[src/rtl/gate_seq_pkg.sv]
`timescale 1ns/1ps
package gate_seq_pkg;

    typedef logic [1:0] rng_sel_t;

    typedef enum logic [1:0] {
        SEQ_IDLE = 2'd0,
        SEQ_WAIT = 2'd1,
        SEQ_OPEN = 2'd2,
        SEQ_HELD = 2'd3
    } seq_state_e;

    // Lower bound of a time range, in ns
    function automatic int unsigned range_lo_ns(input rng_sel_t sel);
        case (sel)
            2'd0:    return 10;
            2'd1:    return 30;
            2'd2:    return 120;
            default: return 2000;
        endcase
    endfunction

    // Upper bound of a time range, in ns
    function automatic int unsigned range_hi_ns(input rng_sel_t sel);
        case (sel)
            2'd0:    return 50;
            2'd1:    return 150;
            2'd2:    return 600;
            default: return 10000;
        endcase
    endfunction

    // Linear interpolation of a code inside the selected range
    function automatic int unsigned window_ns(input rng_sel_t sel,
                                              input int unsigned code,
                                              input int unsigned code_max);
        int unsigned lo;
        int unsigned hi;
        lo = range_lo_ns(sel);
        hi = range_hi_ns(sel);
        return lo + ((hi - lo) * code) / code_max;
    endfunction

endpackage

[src/rtl/gate_seq_timecalc.sv]
`timescale 1ns/1ps
module gate_seq_timecalc
    import gate_seq_pkg::*;
#(
    parameter int CODE_W = 4,
    parameter int CLK_NS = 5,
    parameter int TIME_W = 16
) (
    input  rng_sel_t            rng,
    input  logic [CODE_W-1:0]   code,
    output logic [TIME_W-1:0]   cycles
);
    localparam int unsigned CODE_MAX = (1 << CODE_W) - 1;

    always_comb begin
        int unsigned ns;
        int unsigned cyc;
        ns  = window_ns(rng, 32'(code), CODE_MAX);
        cyc = ns / CLK_NS;
        if (cyc == 0) cyc = 1;
        cycles = TIME_W'(cyc);
    end
endmodule

[src/rtl/gate_seq_timer.sv]
`timescale 1ns/1ps
module gate_seq_timer #(
    parameter int TIME_W = 16
) (
    input  logic              clk,
    input  logic              rst,
    input  logic              load,
    input  logic [TIME_W-1:0] load_val,
    output logic              zero
);
    logic [TIME_W-1:0] cnt_q;

    always_ff @(posedge clk) begin
        if (rst)               cnt_q <= '0;
        else if (load)         cnt_q <= load_val;
        else if (cnt_q != '0)  cnt_q <= cnt_q - 1'b1;
    end

    assign zero = (cnt_q == '0);
endmodule

[src/rtl/gate_seq_fsm.sv]
`timescale 1ns/1ps
module gate_seq_fsm
    import gate_seq_pkg::*;
#(
    parameter int TIME_W = 16
) (
    input  logic              clk,
    input  logic              rst,
    input  logic              start,
    input  logic              rd_done,
    input  logic              ph_zero,
    input  logic              age_zero,
    input  logic [TIME_W-1:0] d_cyc,
    input  logic [TIME_W-1:0] w_cyc,
    input  logic [TIME_W-1:0] t_cyc,
    output logic              ph_load,
    output logic [TIME_W-1:0] ph_val,
    output logic              age_load,
    output logic [TIME_W-1:0] age_val,
    output seq_state_e        state
);
    seq_state_e st_q, st_d;

    always_comb begin
        st_d     = st_q;
        ph_load  = 1'b0;
        ph_val   = '0;
        age_load = 1'b0;
        age_val  = '0;
        case (st_q)
            SEQ_IDLE: if (start) begin
                st_d     = SEQ_WAIT;
                ph_load  = 1'b1;
                ph_val   = d_cyc - 1'b1;
                age_load = 1'b1;
                age_val  = t_cyc - 1'b1;
            end
            SEQ_WAIT: if (age_zero) begin
                st_d     = SEQ_IDLE;
                ph_load  = 1'b1;
                age_load = 1'b1;
            end else if (ph_zero) begin
                st_d     = SEQ_OPEN;
                ph_load  = 1'b1;
                ph_val   = w_cyc - 1'b1;
            end
            SEQ_OPEN: if (age_zero) begin
                st_d     = SEQ_IDLE;
                ph_load  = 1'b1;
                age_load = 1'b1;
            end else if (ph_zero) begin
                st_d     = SEQ_HELD;
            end
            default: if (rd_done || age_zero) begin
                st_d     = SEQ_IDLE;
                ph_load  = 1'b1;
                age_load = 1'b1;
            end
        endcase
    end

    always_ff @(posedge clk) begin
        if (rst) st_q <= SEQ_IDLE;
        else     st_q <= st_d;
    end

    assign state = st_q;
endmodule

[src/rtl/gate_seq_top.sv]
`timescale 1ns/1ps
module gate_seq_top
    import gate_seq_pkg::*;
#(
    parameter int CODE_W   = 4,
    parameter int TMO_W    = 6,
    parameter int CLK_NS   = 5,
    parameter int TMO_STEP = 20,
    parameter int TIME_W   = 16
) (
    input  logic              clk,
    input  logic              rst,
    input  logic              start_i,
    input  logic [CODE_W-1:0] dly_code_i,
    input  logic [1:0]        dly_rng_i,
    input  logic [CODE_W-1:0] wid_code_i,
    input  logic [1:0]        wid_rng_i,
    input  logic [TMO_W-1:0]  tmo_code_i,
    input  logic              rd_done_i,
    output logic              dump_o,
    output logic              int_o,
    output logic              hold_o
);
    typedef struct packed {
        logic [CODE_W-1:0] code;
        rng_sel_t          rng;
    } win_cfg_t;

    localparam int NTIMERS = 2;  // 0: phase (delay/width), 1: event age

    seq_state_e        state;
    win_cfg_t          wid_q;
    logic [TIME_W-1:0] d_cyc, w_cyc, t_cyc;
    logic [TIME_W-1:0] ld_val [NTIMERS];
    logic              ld     [NTIMERS];
    logic              zr     [NTIMERS];
    logic              accept;

    assign accept = (state == SEQ_IDLE) && start_i;

    // Width settings are captured at start; delay and timeout are
    // consumed in the same edge that accepts the start.
    always_ff @(posedge clk) begin
        if (rst)         wid_q <= '0;
        else if (accept) wid_q <= '{code: wid_code_i, rng: wid_rng_i};
    end

    gate_seq_timecalc #(.CODE_W(CODE_W), .CLK_NS(CLK_NS), .TIME_W(TIME_W)) u_dly_calc (
        .rng(dly_rng_i), .code(dly_code_i), .cycles(d_cyc));

    gate_seq_timecalc #(.CODE_W(CODE_W), .CLK_NS(CLK_NS), .TIME_W(TIME_W)) u_wid_calc (
        .rng(wid_q.rng), .code(wid_q.code), .cycles(w_cyc));

    assign t_cyc = TIME_W'((32'(tmo_code_i) + 32'd1) * 32'(TMO_STEP));

    gate_seq_fsm #(.TIME_W(TIME_W)) u_fsm (
        .clk      (clk),
        .rst      (rst),
        .start    (start_i),
        .rd_done  (rd_done_i),
        .ph_zero  (zr[0]),
        .age_zero (zr[1]),
        .d_cyc    (d_cyc),
        .w_cyc    (w_cyc),
        .t_cyc    (t_cyc),
        .ph_load  (ld[0]),
        .ph_val   (ld_val[0]),
        .age_load (ld[1]),
        .age_val  (ld_val[1]),
        .state    (state)
    );

    for (genvar g = 0; g < NTIMERS; g++) begin : g_tmr
        gate_seq_timer #(.TIME_W(TIME_W)) u_tmr (
            .clk(clk), .rst(rst), .load(ld[g]), .load_val(ld_val[g]), .zero(zr[g]));
    end

    assign dump_o = (state == SEQ_IDLE) || (state == SEQ_WAIT);
    assign int_o  = (state == SEQ_OPEN);
    assign hold_o = (state == SEQ_HELD);
endmodule

[config.mk]
export PLATFORM = sky130hd
export DESIGN_NAME = gate_seq_top
export DESIGN_NICKNAME = d
export VERILOG_FILES = /design/src/rtl/gate_seq_pkg.sv /design/src/rtl/gate_seq_timecalc.sv /design/src/rtl/gate_seq_timer.sv /design/src/rtl/gate_seq_fsm.sv /design/src/rtl/gate_seq_top.sv
export SDC_FILE = /design/constraint.sdc
export NUM_CORES = 1
export LEC_CHECK = 0
export ABC_AREA = 1
export BUFFER_PORTS_ARGS = -buffer_cell sky130_fd_sc_hd__buf_4
export CORE_MARGIN = 5
export CORE_UTILIZATION = 55
export DETAILED_ROUTE_END_ITERATION = 6
export PLACE_DENSITY = 0.77
export SLEW_MARGIN = 40
export SYNTH_ARGS = -nofsm -noshare
export SYNTH_HDL_FRONTEND = slang
export SYNTH_SLANG_ARGS = --single-unit
[constraint.sdc]
create_clock -name clk -period 20.9 [get_ports clk]
set_input_delay 2.09 -clock clk [delete_from_list [all_inputs] [get_ports clk]]
set_output_delay 2.09 -clock clk [all_outputs]
set_load 0.03 [all_outputs]
# == After elaboration in Yosys (flattened, before gate mapping) ==
# Index checks and enable logic that the tools add are counted.
# word_totals
reg_bits,40
latch_bits,0
mem_bits_rw,0
romBits,0
input_bits,22
output_inout_bits,3
word_cells,79
memories,0
# classes
n_addsub,10
multipliers,3
n_div,4
order_cmp,0
n_eq_ne,10
n_shift,0
n_mux,30
bitwise,0
reduce_logical,17
# ops
operator,count
2-to-1 mux 16 bit,11
one-hot mux 14 bit (3 select lines),2
one-hot mux 11 bit (3 select lines),2
adder 11 x 32 -> 32 bit,2
"divider 32 x 3 -> 32 bit, second input constant",2
"divider 32 x 4 -> 32 bit, second input constant",2
zero test 32 bit,2
multiplier 32 x 4 -> 32 bit,2
"subtractor 16 x 1 -> 16 bit, second input constant",4
zero test 16 bit,2
one-hot mux 16 bit (2 select lines),1
nonzero test 16 bit,2
subtractor 14 x 11 -> 15 bit,2
"subtractor 12 x 1 -> 13 bit, second input constant",1
2-to-1 mux 2 bit,6
"multiplier 7 x 3 -> 10 bit, second input constant",1
"== test 2 bit, second input constant",4
"adder 6 x 1 -> 7 bit, second input constant",1
"== test 2 x 1 -> 1 bit, second input constant",3
zero test 2 bit,3
"!= test 3 x 1 -> 1 bit, second input constant",2
one-hot mux 2 bit (3 select lines),1
2-to-1 mux 1 bit,5
AND reduction 4 bit,1
8 further kinds,10

# == Longest topological paths before layout ==
# depth
word_depth,14
ltp_mapped,203
ltp_nobuf,203

# == Hierarchy ==
# From an unflattened synthesis, not the netlist that was laid out.
# hier_totals
hier_cells,4150
hier_area_um2,23536.3
# modules_own_cells
module,instances,cells_each,area_per_inst_um2,seq_area_each_um2
gate_seq_timecalc (u_dly_calc),1,1673,9643.0,0.0
gate_seq_timecalc (u_wid_calc),1,1682,9316.4,0.0
gate_seq_timer,2,179,1114.8,320.3
gate_seq_fsm,1,340,1691.6,40.0
gate_seq_top,1,97,655.6,120.1

# == Worst setup path before layout ==
# Ideal clock, no wire load.
# synth_path
kind,input-to-reg
from,input dly_rng_i[1]
to,register g_tmr[0].u_tmr.cnt_q[14]
setup_time_ns,0.070
arrival_ns,20.244
t_required_ns,20.830
path_slack_ns,0.586
cell_stages,185
path_buffers,0
cell_sequence,inv_1 -> nor2_1 -> inv_1 -> ha_1 -> or2_2 -> fa_1 -> fa_1 -> fa_1 -> inv_1 -> nand3_1 -> nand3_2 -> nand2_1 -> nand3_1 -> nand2_1 -> nand2_1 -> nand2_1 -> nand2_2 -> inv_1 -> [... 149 more ...] -> inv_1 -> nand3_2 -> nand2_4 -> nand3_2 -> nand2_1 -> nand2_2 -> a21oi_4 -> nand3_4 -> inv_1 -> ha_1 -> nand4_1 -> nor3_2 -> nand4_1 -> a21oi_1 -> o21ai_1 -> o21ai_0 -> nand2_1 -> a21oi_1
# synth_via
elab_chain_cells,13
word_cells_on_any_way,16
classes_between,3 x add/sub; 1 x mul; 2 x div; 2 x eq/ne; 6 x mux; 2 x reduce/logical
# synth_lines
element,line,source
from (decl),gate_seq_top.sv:15,"input logic [1:0] dly_rng_i,"
"== test 2 bit, or another cell as far along","gate_seq_pkg.sv:15, gate_seq_pkg.sv:25",
one-hot mux 14 bit (3 select lines) / one-hot mux 11 bit (3 select lines) (equally long branches),"gate_seq_pkg.sv:25, gate_seq_pkg.sv:15",
subtractor 14 x 11 -> 15 bit,gate_seq_pkg.sv:41,return lo + ((hi - lo) * code) / code_max;
multiplier 32 x 4 -> 32 bit,gate_seq_pkg.sv:41,
divider 32 x 4 -> 32 bit,gate_seq_pkg.sv:41,
adder 11 x 32 -> 32 bit (*),gate_seq_pkg.sv:41,
divider 32 x 3 -> 32 bit (*),gate_seq_timecalc.sv:19,cyc = ns / CLK_NS;
zero test 32 bit,gate_seq_timecalc.sv:20,if (cyc == 0) cyc = 1;
2-to-1 mux 16 bit (*),gate_seq_timecalc.sv:20,
subtractor 16 x 1 -> 16 bit (*),gate_seq_fsm.sv:34,ph_val = d_cyc - 1'b1;
2-to-1 mux 16 bit (*),gate_seq_fsm.sv:31,SEQ_IDLE: if (start) begin
one-hot mux 16 bit (2 select lines) (*),gate_seq_fsm.sv:30,case (st_q)
2-to-1 mux 16 bit (*),gate_seq_timer.sv:15,else if (load) cnt_q <= load_val;
to (signal assigned),gate_seq_timer.sv:15,
to (signal assigned),gate_seq_timer.sv:16,else if (cnt_q != '0) cnt_q <= cnt_q - 1'b1;
to (decl),gate_seq_timer.sv:11,logic [TIME_W-1:0] cnt_q;
# Every way passes the cells marked *; elsewhere a longest branch is shown, timed or not.
# A chain may end at the register's enable or synchronous reset.

# == Worst setup path in the final report ==
# Ends and elaborated chain as after synthesis.

==> results.sh <==
export IMPL_maxCapViolCount=0
export IMPL_nets=2822
export IMPL_synth_seq_cells=40
export IMPL_ctsHtreeMaxLevel=2
export IMPL_initial_core_util_pct=55.44
export IMPL_min_period_ns=20.82
export IMPL_grt_max_degree=23
export IMPL_relSlewSlack_pct=53.27
export IMPL_slowest_stage="fa_1"
export IMPL_synth_xor_area_share_pct=5.547
export IMPL_core_um2=25840
export IMPL_clock_latency_ns=0.29
export IMPL_worst_slack_ns=0.08080
export IMPL_crit_arrival_ns=21.04
export IMPL_drt_initial_drc_count=1040
export IMPL_clock_path_buffers=2
export IMPL_synthDistinctLibCells=62
export IMPL_cp_max_fo=6
export IMPL_drtPass1Iterations=5
export IMPL_cp_required_ns=21.12
export IMPL_drt_wl_total_um=38870
export IMPL_finalHoldViolations=0
export IMPL_drive_gt1_share_pct=30.80
export IMPL_tightest_slew_ns=0.7009
export IMPL_hp_class="flip-flop to flip-flop"
export IMPL_synth_compound_area_share_pct=11.19
export IMPL_rsz0062_at_grt="yes"
export IMPL_place_congestion=0.8745
export IMPL_synthMuxAreaShare_pct=0
export IMPL_mappedNetlistArea_um2=14320
export IMPL_port_buffers=24
export IMPL_gr_usage_all_layers_pct=21.95
export IMPL_fin_crit_sh_pct=99.61
export IMPL_crit_top_cell="nand2_2"
export IMPL_gr_total_overflow=0
export IMPL_cts_reportedPaths_clkPinSlew_ns=0.06
export IMPL_ctsRootBufferMaster="clkbuf_16"
export IMPL_antenna_found_initial=0
export IMPL_clock_sinks=40
export IMPL_io_pins=25
export IMPL_cts_tree="yes"
export IMPL_hold_buffers=0
export IMPL_grt_pass1_vias=13700
export IMPL_finClkSkew_ns=0.003974
export IMPL_yosysSeqAreaShare_pct=5.590
export IMPL_final_common_cell="nand2_1"
export IMPL_die_w_um=171.4
export IMPL_fp_dieH_um=171.4
export IMPL_ys_flop_type="dfxtp_1"
export IMPL_synth_edf_count=0
export IMPL_end_kind="flip-flop"
export IMPL_crit_type="input pin to flip-flop"
export IMPL_synth_simple_area_share_pct=49.26
export IMPL_num_rows=59
export IMPL_ys_async_sr_fraction_pct=0
export IMPL_die_area_um2=29370
export IMPL_drc_errors=0
export IMPL_timing_fmax_ghz=0.04803
export IMPL_vias=16100
export IMPL_synthCells=2464
export IMPL_grt_first_pass_wirelength_um=57160
export IMPL_synthAdderAreaFrac_pct=15.18
export IMPL_layout_common_cells="534 x nand2_1, 363 x inv_1, 203 x nand3_1"
export IMPL_areaGrowthSynthToFinish_pct=24.55
export IMPL_cp_start_kind="input pin"
export IMPL_synth_top_family_by_area="simple AND/OR/NAND/NOR gates"
export IMPL_dp_slack_ns=-0.9192
export IMPL_maxSlewViolCount=0
export IMPL_synth_avg_cell_area_um2=5.813
export IMPL_post_drt_wl_per_cell_um=12.98
export IMPL_setup_tns_ns=0
export IMPL_final_antenna_net_count=0
export IMPL_cts_made_buffers=5
export IMPL_setup_violations=0
export IMPL_vias_per_cell=5.378
export IMPL_slowest_delay_ns=0.54
export IMPL_diodes=0
export IMPL_status="finished, final reports clean"
export IMPL_dp_hpwl_um=27650
export IMPL_yosys_warnings=0
-- worst max-delay path, delay by kind of cell --
family	cells	cell delay, ns
buffers and inverters	31	2.88
adder cells (fa/ha/maj)	7	2.09
XOR/XNOR	3	0.70
AND/OR/NAND/NOR	109	10.60
AO/OA/AOI/OAI	16	2.64
-- cell families after synthesis --
group	Yosys count
AOI/OAI and AO/OA	269
xor gates and xnor gates	89
adders and majority gates	142
buffers and inverters	494
DFF	40
other	2
and+or+nand+nor	1428
-- final timing paths --
path | start | slack (ns) | to | cells after the start
worst max-delay path | dly_rng_i[1] | 0.08 | g_tmr[0].u_tmr.cnt_q[14] | 166
worst min-delay path | g_tmr[1].u_tmr.cnt_q[1] | 0.51 | g_tmr[1].u_tmr.cnt_q[1] | 2
worst max register to register | wid_q[1] | 1.23 | g_tmr[0].u_tmr.cnt_q[10] | 170
worst min register to register | g_tmr[1].u_tmr.cnt_q[1] | 0.51 | g_tmr[1].u_tmr.cnt_q[1] | 2
-- registers in the layout, summed over array words and instances (netlist names) --
name / cells
g_tmr.u_tmr.cnt_q: 32
wid_q: 6
u_fsm.state: 2
-- through the flow --
step / cells / hold WS (ns) / util (%) / cell area, µm²
after global routing: 2994 / 0.5532 / 69.05 / 17840
final: 2994 / 0.5087 / 69.05 / 17840
after global placement: 2875 / 0.4842 / 58.87 / 15210
after floorplan: 2492 / 0.4620 / - / 14430
after detailed placement: 2875 / 0.4988 / 58.90 / 15220
after CTS: 2895 / 0.5086 / 60.36 / 15600
-- synthesized netlist by cell type (all sizes together) (2+ instances only) --
cell	number	area share [%]
nand2	813	26
inv	477	13
nand3	282	11
nor2	223	6.7
o21ai	114	4.5
a21oi	97	3.7
ha	89	7.8
xor2	70	4.4
nand4	62	3.0
fa	53	7.4
dfxtp	40	5.6
nor3	23	1.1
xnor2	19	1.2
o211ai	12	0.63
clkinv	9	0.24
o22ai	9	0.39
o21bai	8	0.42
or2	8	0.35
clkbuf	7	0.32
a31oi	6	0.26
nor4	5	0.22
a21boi	4	0.21
a21o	4	0.21
a22oi	4	0.21
and2	4	0.21
nand3b	4	0.21
a221oi	3	0.18
and3	2	0.087
conb	2	0.052
-- cell type report --
cell class / count / area, µm²
repair buffers: 167 / 1274
flip-flops and latches: 40 / 805.8
inverters: 486 / 1866
well taps: 335 / 419.2
multi-input cells: 1958 / 13300
clock inverters: 3 / 46.29
fillers: 2054 / 7998
clock buffers: 5 / 125.1
-- routing by layer --
| metal | GRT usage (%) | vias up | wire (µm) |
|---|---|---|---|
| met4 | 4.271 | 0 | 1048 |
| met5 | 0 | - | 0 |
| li1 | - | 8176 | - |
| met2 | 39.99 | 483 | 19870 |
| met3 | 1.103 | 105 | 1589 |
| met1 | 28.96 | 7337 | 16360 |
-- timing repair --
item | CTS | global route
gates resized for setup | 38 | 368
pin swaps | 21 | 185
buffers inserted | 12 | 99
setup endpoints to repair | 9 | 15
Power is left out: the tool's default activity adds up to more than one toggle a clock period on the data nets, which glitch-free logic cannot reach.
